## src/rtl/alu_ccr_pkg.sv

```systemverilog
package alu_ccr_pkg;

  typedef enum logic [2:0] {
    OP_ADD = 3'd0,
    OP_ADC = 3'd1,
    OP_SUB = 3'd2,
    OP_INC = 3'd3,
    OP_DEC = 3'd4,
    OP_AND = 3'd5,
    OP_OR  = 3'd6,
    OP_XOR = 3'd7
  } alu_op_e;

  typedef enum logic [1:0] {
    BR_EQ = 2'd0,
    BR_NE = 2'd1,
    BR_CC = 2'd2,
    BR_CS = 2'd3
  } br_cond_e;

  localparam int FLG_C = 0;
  localparam int FLG_V = 1;
  localparam int FLG_Z = 2;
  localparam int FLG_N = 3;
  localparam int FLG_I = 4;
  localparam int FLG_H = 5;
  localparam int FLG_X = 6;
  localparam int FLG_S = 7;

  localparam logic [7:0] CCR_RESET = 8'hD0;

  typedef struct packed {
    logic carry;
    logic ovf;
    logic half;
    logic arith;
  } core_flags_t;

endpackage

```

## src/rtl/alu_core.sv

```systemverilog
module alu_core
  import alu_ccr_pkg::*;
#(
  parameter int WIDTH = 8
) (
  input  alu_op_e          op,
  input  logic [WIDTH-1:0] a,
  input  logic [WIDTH-1:0] b,
  input  logic             cin,
  output logic [WIDTH-1:0] res,
  output core_flags_t      flg
);
  localparam int HALF = WIDTH / 2;

  logic [WIDTH-1:0] y;
  logic [WIDTH-1:0] sum;
  logic [WIDTH:0]   cy;
  logic             c0;
  logic             is_arith;
  logic             is_sub;

  always_comb begin
    y        = b;
    c0       = 1'b0;
    is_arith = 1'b1;
    is_sub   = 1'b0;
    unique case (op)
      OP_ADD: begin y = b;                c0 = 1'b0; end
      OP_ADC: begin y = b;                c0 = cin;  end
      OP_SUB: begin y = ~b;               c0 = 1'b1; is_sub = 1'b1; end
      OP_INC: begin y = '0;               c0 = 1'b1; end
      OP_DEC: begin y = {WIDTH{1'b1}};    c0 = 1'b0; end
      default: begin y = b;               c0 = 1'b0; is_arith = 1'b0; end
    endcase
  end

  assign cy[0] = c0;

  for (genvar gi = 0; gi < WIDTH; gi++) begin : g_ripple
    assign sum[gi]   = a[gi] ^ y[gi] ^ cy[gi];
    assign cy[gi+1]  = (a[gi] & y[gi]) | (cy[gi] & (a[gi] ^ y[gi]));
  end

  always_comb begin
    unique case (op)
      OP_AND:  res = a & b;
      OP_OR:   res = a | b;
      OP_XOR:  res = a ^ b;
      default: res = sum;
    endcase
  end

  assign flg.carry = is_sub ? ~cy[WIDTH] : cy[WIDTH];
  assign flg.ovf   = is_arith & (cy[WIDTH] ^ cy[WIDTH-1]);
  assign flg.half  = cy[HALF];
  assign flg.arith = is_arith;

endmodule

```

## src/rtl/ccr_next.sv

```systemverilog
module ccr_next
  import alu_ccr_pkg::*;
#(
  parameter int WIDTH = 8
) (
  input  alu_op_e          op,
  input  logic [7:0]       cur,
  input  logic [WIDTH-1:0] res,
  input  core_flags_t      flg,
  output logic [7:0]       nxt
);
  logic upd_carry;
  logic upd_half;

  assign upd_carry = (op == OP_ADD) || (op == OP_ADC) || (op == OP_SUB);
  assign upd_half  = (op == OP_ADD) || (op == OP_ADC);

  always_comb begin
    nxt        = cur;
    nxt[FLG_N] = res[WIDTH-1];
    nxt[FLG_Z] = (res == '0);
    nxt[FLG_V] = flg.arith ? flg.ovf : 1'b0;
    if (upd_carry) nxt[FLG_C] = flg.carry;
    if (upd_half)  nxt[FLG_H] = flg.half;
  end

endmodule

```

## src/rtl/branch_eval.sv

```systemverilog
module branch_eval
  import alu_ccr_pkg::*;
(
  input  br_cond_e sel,
  input  logic     z,
  input  logic     c,
  output logic     taken
);
  always_comb begin
    unique case (sel)
      BR_EQ:   taken = z;
      BR_NE:   taken = ~z;
      BR_CC:   taken = ~c;
      default: taken = c;
    endcase
  end
endmodule

```

## src/rtl/alu_ccr_unit.sv

```systemverilog
module alu_ccr_unit
  import alu_ccr_pkg::*;
#(
  parameter int WIDTH = 8
) (
  input  logic             clk,
  input  logic             rst,
  input  logic             op_valid,
  input  logic [2:0]       op_sel,
  input  logic [WIDTH-1:0] opnd_a,
  input  logic [WIDTH-1:0] opnd_b,
  input  logic             ccr_wr_en,
  input  logic [7:0]       ccr_wr_data,
  input  logic [1:0]       br_sel,
  output logic [WIDTH-1:0] result,
  output logic [7:0]       ccr,
  output logic             br_taken
);
  alu_op_e          op_e;
  br_cond_e         br_e;
  logic [WIDTH-1:0] res_c;
  core_flags_t      flg_c;
  logic [7:0]       ccr_nx;
  logic             taken_c;

  assign op_e = alu_op_e'(op_sel);
  assign br_e = br_cond_e'(br_sel);

  alu_core #(.WIDTH(WIDTH)) u_core (
    .op  (op_e),
    .a   (opnd_a),
    .b   (opnd_b),
    .cin (ccr[FLG_C]),
    .res (res_c),
    .flg (flg_c)
  );

  ccr_next #(.WIDTH(WIDTH)) u_next (
    .op  (op_e),
    .cur (ccr),
    .res (res_c),
    .flg (flg_c),
    .nxt (ccr_nx)
  );

  branch_eval u_br (
    .sel   (br_e),
    .z     (ccr[FLG_Z]),
    .c     (ccr[FLG_C]),
    .taken (taken_c)
  );

  always_ff @(posedge clk) begin
    if (rst) begin
      result   <= '0;
      ccr      <= CCR_RESET;
      br_taken <= 1'b0;
    end else begin
      br_taken <= taken_c;
      if (op_valid) result <= res_c;
      if (ccr_wr_en)     ccr <= ccr_wr_data;
      else if (op_valid) ccr <= ccr_nx;
    end
  end

endmodule

```

## config.mk

```make
export PLATFORM = sky130hd
export DESIGN_NAME = alu_ccr_unit
export DESIGN_NICKNAME = d
export VERILOG_FILES = /design/src/rtl/alu_ccr_pkg.sv /design/src/rtl/alu_core.sv /design/src/rtl/ccr_next.sv /design/src/rtl/branch_eval.sv /design/src/rtl/alu_ccr_unit.sv
export SDC_FILE = /design/constraint.sdc
export NUM_CORES = 1
export LEC_CHECK = 0
export BUFFER_PORTS_ARGS = -buffer_cell sky130_fd_sc_hd__buf_2
export CAP_MARGIN = 20
export CORE_MARGIN = 5
export CORE_UTILIZATION = 50
export CTS_CLUSTER_SIZE = 30
export DETAILED_ROUTE_END_ITERATION = 6
export HOLD_SLACK_MARGIN = 0.05
export PLACE_DENSITY_LB_ADDON = 0.12
export SKIP_LAST_GASP = 1
export SLEW_MARGIN = 20
export SYNTH_ARGS = -nofsm -noshare
export SYNTH_HDL_FRONTEND = slang
export SYNTH_SLANG_ARGS = --single-unit
```

## constraint.sdc

```tcl
create_clock -name clk -period 6.6 [get_ports clk]
set_input_delay 1.32 -clock clk [delete_from_list [all_inputs] [get_ports clk]]
set_output_delay 1.32 -clock clk [all_outputs]
set_load 0.01 [all_outputs]
```

Yosys cells after proc, flatten, opt, wreduce, memory -nomap -nowiden --
Index checks and enable logic that the tools add are counted.
Cells by class: equality and inequality tests 9, multiplexer cells 12, reduce and logical (&&, ||, !) cells 12, bitwise logic cells 49
Operators with widths (count):
- 8-bit one-hot mux with 3 select lines | 2
- 1-bit bitwise AND | 17
- 1-bit bitwise XOR | 17
- 3-bit == test, second input constant | 4
- 8-bit bitwise AND | 1
- 8-bit zero test | 1
- 8-bit two-way mux | 1
- 8-bit NOT | 1
- 1-bit bitwise OR | 8
- 8-bit bitwise OR | 1
- 8-bit bitwise XOR | 1
- 3-bit by 2-bit == test with 1-bit output, second input constant | 2
- 1-bit two-way mux | 6
- 6-bit two-way mux | 1
- 2-bit nonzero test | 3
- 5-bit OR reduction | 1
- 2-bit AND reduction | 2
- 3-bit by 1-bit == test with 1-bit output, second input constant | 1
- 3-bit zero test | 1
- 1-bit NOT | 3
- 1-bit one-hot mux with 3 select lines | 1
- 2-bit by 1-bit == test with 1-bit output, second input constant | 1
- 2-bit == test, second input constant | 1
- 2-bit zero test | 1
- other kinds (3) | 4
Word-level totals: output and inout port bits 17, logic and storage cells 88, input bits 33, bits in registers 17

Longest topological paths before layout --
depth in word-level cells 24, mapped depth 25, gate-level depth less buffers 21

Hierarchy --
A second synthesis with hierarchy kept.
Second synthesis, totals: cell total of the unflattened synthesis 219, area total of the unflattened synthesis 1839.3 um^2
Modules (own cells, without submodules):
- alu_core | cells an instance 140, instances 1, area each 1038.5 um^2, seq. area each 0.0 um^2
- alu_ccr_unit | cells an instance 64, instances 1, area each 691.9 um^2, seq. area each 340.3 um^2
- ccr_next | cells an instance 12, instances 1, area each 86.3 um^2, seq. area each 0.0 um^2
- branch_eval | cells an instance 3, instances 1, area each 22.5 um^2, seq. area each 0.0 um^2

Worst setup path before layout --
Ideal clock, no wire load.
path kind input to register, start point input op_sel[1], end point register ccr[2], buffers on the path 4, arrival time 5811 ps, path slack 730 ps, data required time 6541 ps, cell stages on the path 25, library setup time 59 ps, cells stage by stage buf_4 > buf_2 > buf_2 > buf_2 > nor2_1 > nor2_2 > o21ai_1 > fa_1 > fa_1 > inv_1 > fa_1 > inv_1 > fa_1 > inv_1 > fa_1 > inv_1 > fa_1 > inv_1 > fa_1 > fa_1 > nor2_1 > a31oi_1 > o221a_2 > nor4_1 > a31o_1
On the way: longest elaborated chain between the ends 22, elaborated cells between the ends (all ways) 51, classes of those cells eq/ne: 7; mux: 5; bitwise: 37; reduce/logical: 2
Ends and longest elaborated chain:
- start: declaration | RTL line alu_ccr_unit.sv:9 | input logic [2:0] op_sel,
- 3-bit == test / 3-bit by 2-bit == test with 1-bit output (equally long branches) | RTL line alu_core.sv:27 | unique case (op)
- 8-bit one-hot mux with 3 select lines / 2-bit OR reduction (equally long branches)
- 1-bit bitwise XOR / 1-bit one-hot mux with 2 select lines (equally long branches) | RTL line alu_core.sv:40, alu_core.sv:41, alu_core.sv:27
- 1-bit bitwise AND | RTL line alu_core.sv:41 | assign cy[gi+1] = (a[gi] & y[gi]) | (cy[gi] & (a[gi] ^ y[gi]));
- 1-bit bitwise OR | RTL line alu_core.sv:41
- 1-bit bitwise AND | RTL line alu_core.sv:41
- 1-bit bitwise OR | RTL line alu_core.sv:41
- 1-bit bitwise AND | RTL line alu_core.sv:41
- [6 not listed]
- 1-bit bitwise OR | RTL line alu_core.sv:41
- 1-bit bitwise AND | RTL line alu_core.sv:41
- 1-bit bitwise OR | RTL line alu_core.sv:41
- 1-bit bitwise XOR | RTL line alu_core.sv:40 | assign sum[gi] = a[gi] ^ y[gi] ^ cy[gi];
- 8-bit one-hot mux with 3 select lines (*) | RTL line alu_core.sv:45 | unique case (op)
- 8-bit zero test (*) | RTL line ccr_next.sv:21 | nxt[FLG_Z] = (res == '0);
- 6-bit two-way mux (*) | RTL line alu_ccr_unit.sv:62 | else if (op_valid) ccr <= ccr_nx;
- 8-bit two-way mux (*) | RTL line alu_ccr_unit.sv:61 | if (ccr_wr_en) ccr <= ccr_wr_data;
- end signal: assignment | RTL line alu_ccr_unit.sv:61
- end signal: assignment | RTL line alu_ccr_unit.sv:62
- end: declaration | RTL line alu_ccr_unit.sv:16 | output logic [7:0] ccr,
Mark *: on every way between the ends. The rest lies on a longest branch, timed or not. The select of a mux whose other input is x is not followed. A chain may end at the register's enable or synchronous reset.

Final worst setup path --
start point input op_sel[0], end point register ccr[2]
Same word-level chain as after synthesis.

==> results.md <==
- LEAKAGE: 0.990 nW
- CTS Hold Bufs: 0
- Worst Path Arrival: between 5 and 6 ns
- Final Cell Area: between 1500 and 2000 sq um
- Yosys warnings: 0
- Final Hold Violating Endpoints: 0
- Post-Route Skew: roughly 0.0076 ns
- Post-detail-place hpwl: roughly 2900 microns
- Total chip power: between 0.3 and 0.4 mW
- Yosys reg bits: 17
- Syn nets: 266
- Reg-to-Reg End: ccr[2]
- Worst setup EP type: register
- Post-synth cell types: 46
- Die X-Extent: 68.7 microns
- Maximum VDD drop: between 0.00009 and 0.0001 V
- Outcome: completed
- Setup_tns: 0 ns
- Setup Fix Bufs, Post-CTS: 0
- Die footprint: ~4700 sq um
- Root buffer cell: clkbuf_4
- Compound-Gate Fraction of Synth Area: between 20% and 30%
- Via count: between 1500 and 2000
- Top cell type's share of synthesized area: between 10% and 20%
- Min Tclk post-route: about 5.3 ns
- Share of layout cells above drive strength 1: a little over a quarter
- Largest cells by area after synthesis: dfxtp_1 20%, ha_1 12%, fa_1 9.3%, mux2i_1 7.0%, inv_1 5.2%
- CP startpoint kind: input port
- H-tree levels: 1
- Aggregate global-route resource usage: between 15 and 20%
- Cells after synthesis: around 210
- Sink Count: 17
- Syn_area_per_cell: approximately 8.2 sq um
- Num CTS Buffers: 3
- Antenna violations before repair: 0
- Die Ht: 68.7 microns
- Fin nets: 303
- Final Worst Setup Slack: about 1.3 ns
- Crit Path Max Fanout: 13
- Fin. max-slew vios: 0
- First-pass iteration count of the detailed router: 4
- PortBufs: 49
- DP Worst Slack: around 0.95 ns
- Wire per inst: around 13 microns
- CP Data Required Time: 6.84 ns
- Main flop type after synthesis: dfxtp_1
- Min-Delay Endpoint: result[7]
- CTS tree: built
- Adder-Cell Fraction of Synth Area: 20.9%
- I/O pin count: 50
- Final period util: about four fifths
- Post-synthesis cell area: roughly 1700 sq um
- Post-CTS Resized: 0
- R2R depth: 20
- Highest clock rate: approximately 0.19 GHz
- Post-synthesis mux area share: between 7 and 8%
- Core area: between 3000 and 4000 sq um
- RSZ-0062 raised after global routing: false
- Number of max-cap violations: 0
- Initial DRC count: 94
- Post-Synth XOR/XNOR Area: roughly 5.1%
- Synth area leader: dfxtp_1
- Power density over the cells: around 160 nW/um^2
- Vias in the first global route: 1236
- Largest family of logic cells by synthesized area: adder cells
- Final Setup Violations: 0
- First-pass GRT wire length: slightly below 6000 microns
- # rows: 21
- DRC: 0
- Initial Util: between 50% and 60%
- Post-Place Cell Area: 1930 sq um
- Max_slew headroom: just over 70%
- Post-synth EDFFs: 0
- Clock Latency Late Sink: ~0.3 ns
- Grt ovf: 0
- Simple-gate area share of the yosys netlist: between 10 and 15%
- Placer Congestion: slightly above 0.8
- Final ANT Viol Nets: 0
- Hold Crit Class: register to register
- R2r setup slk: approximately 2.4 ns
- ANT cells: 0
- Largest net degree at the start of global routing: 33
- Hold Path Origin: result[7]
- WS Path Type: input port to register
- WHS Path Cells: 2
- Clk pin slew, worst setup/hold paths: 0.10 ns
- Total Routed Length: 3710 microns
- Syn-to-layout area delta: 13.4%
- Worst-margin pin slew: 0.432 ns
- Reg-to-reg startpoint: ccr[0]
- CTS Buffer Depth: 2
- Sequential area share after synthesis: around a fifth
- Core Util, Final: between 50 and 60%
- Async SR Flop Fraction: 0%
- Drt via density: around 5.3
==> metrics by stage <==
stage	hold WS [ns]	instances
6_report	0.474	291
3_5_place_dp	0.458	287
4_1_cts	0.474	291
5_1_grt	0.497	291
2_1_floorplan	0.484	209
3_3_place_gp	0.457	287
==> synth_stat cells (2+ instances only) <==
| cell | number |
|---|---|
| a221oi_1 | 2 |
| dfxtp_1 | 17 |
| nand2_1 | 14 |
| a211oi_1 | 2 |
| inv_1 | 24 |
| o21ai_1 | 6 |
| nor2_1 | 23 |
| xor2_1 | 9 |
| nand3_1 | 2 |
| a32oi_1 | 2 |
| a21oi_1 | 17 |
| clkbuf_1 | 6 |
| buf_4 | 7 |
| a31oi_1 | 2 |
| a211o_1 | 3 |
| o211ai_1 | 3 |
| o221a_2 | 2 |
| mux2i_1 | 12 |
| buf_2 | 4 |
| fa_1 | 8 |
| ha_1 | 16 |
| nor2b_1 | 4 |
==> cell type report <==
cell class	count	area, sq um
clock inverter	1	5.00
timing repair buffer	51	260
tap	46	57.6
fill	328	1380
inverter	25	93.8
clock buffer	3	22.5
sequential	17	340
multi-input combinational	148	1180
==> report_power, final <==
group          switching (mW)  internal, mW  total (mW)
clock                  0.0324        0.0226      0.0550
combinational          0.0745        0.0601       0.135
sequential            0.00480         0.112       0.117
total                   0.112         0.195       0.307
==> worst max path at each step <==
stage	depth (start not counted)	from	slack (ns)	to
6_report	21	op_sel[0]	1.26	ccr[2]
5_1_grt	21	op_sel[0]	0.95	ccr[2]
4_1_cts	21	op_sel[0]	1.25	ccr[2]
3_5_place_dp	21	op_sel[0]	0.95	ccr[2]
3_3_place_gp	21	op_sel[0]	1.02	ccr[2]
2_1_floorplan	25	op_sel[1]	0.73	ccr[2]
==> per-layer routing <==
metal / GRT usage (%) / vias up / wire length, microns / part of all wire [%]
met5: 0 / - / 0 / 0
met1: 24.1 / 715 / 1730 / 46
met3: 3.40 / 3 / 234 / 6.3
met2: 25.3 / 45 / 1740 / 47
met4: 2.19 / 0 / 12 / 0.32
li1: - / 778 / - / -
==> placed cells by master, fill, tap and decap left out, types with 3 or more instances in the layout <==
| master | count |
|---|---|
| fa_1 | 8 |
| o21ai_1 | 6 |
| nor2b_1 | 4 |
| ha_1 | 16 |
| nor2_1 | 23 |
| o211ai_1 | 3 |
| nand2_1 | 14 |
| inv_1 | 24 |
| a211o_1 | 3 |
| dfxtp_1 | 17 |
| buf_2 | 49 |
| xor2_1 | 9 |
| mux2i_1 | 12 |
| a21oi_1 | 17 |
| clkbuf_4 | 3 |
==> sequential cells by signal (all words and copies together), names as in the netlist <==
register and count:
result 8, ccr 8, br_taken 1
==> worst max-delay path, stage by stage <==
cell	delay, ns
buf_2	0.18
nor2_2	0.37
o21ai_1	0.14
fa_1	0.41
fa_1	0.36
inv_1	0.07
fa_1	0.15
inv_1	0.05
fa_1	0.37
inv_1	0.09
fa_1	0.16
inv_1	0.05
fa_1	0.36
inv_1	0.07
fa_1	0.21
fa_1	0.44
nor2_1	0.10
a31oi_1	0.05
o221a_2	0.28
nor4_1	0.18
a31o_1	0.17
==> cell families (layout without fill, tap and decap cells) <==
kind of cell,Yosys count,after routing
AOI/OAI and AO/OA,50,50
xor gates and xnor gates,10,10
adders and majority gates,24,24
buffers and inverters,44,80
DFF,17,17
muxes,13,13
and+or+nand+nor,51,51
(Power assumes the default switching activity.)
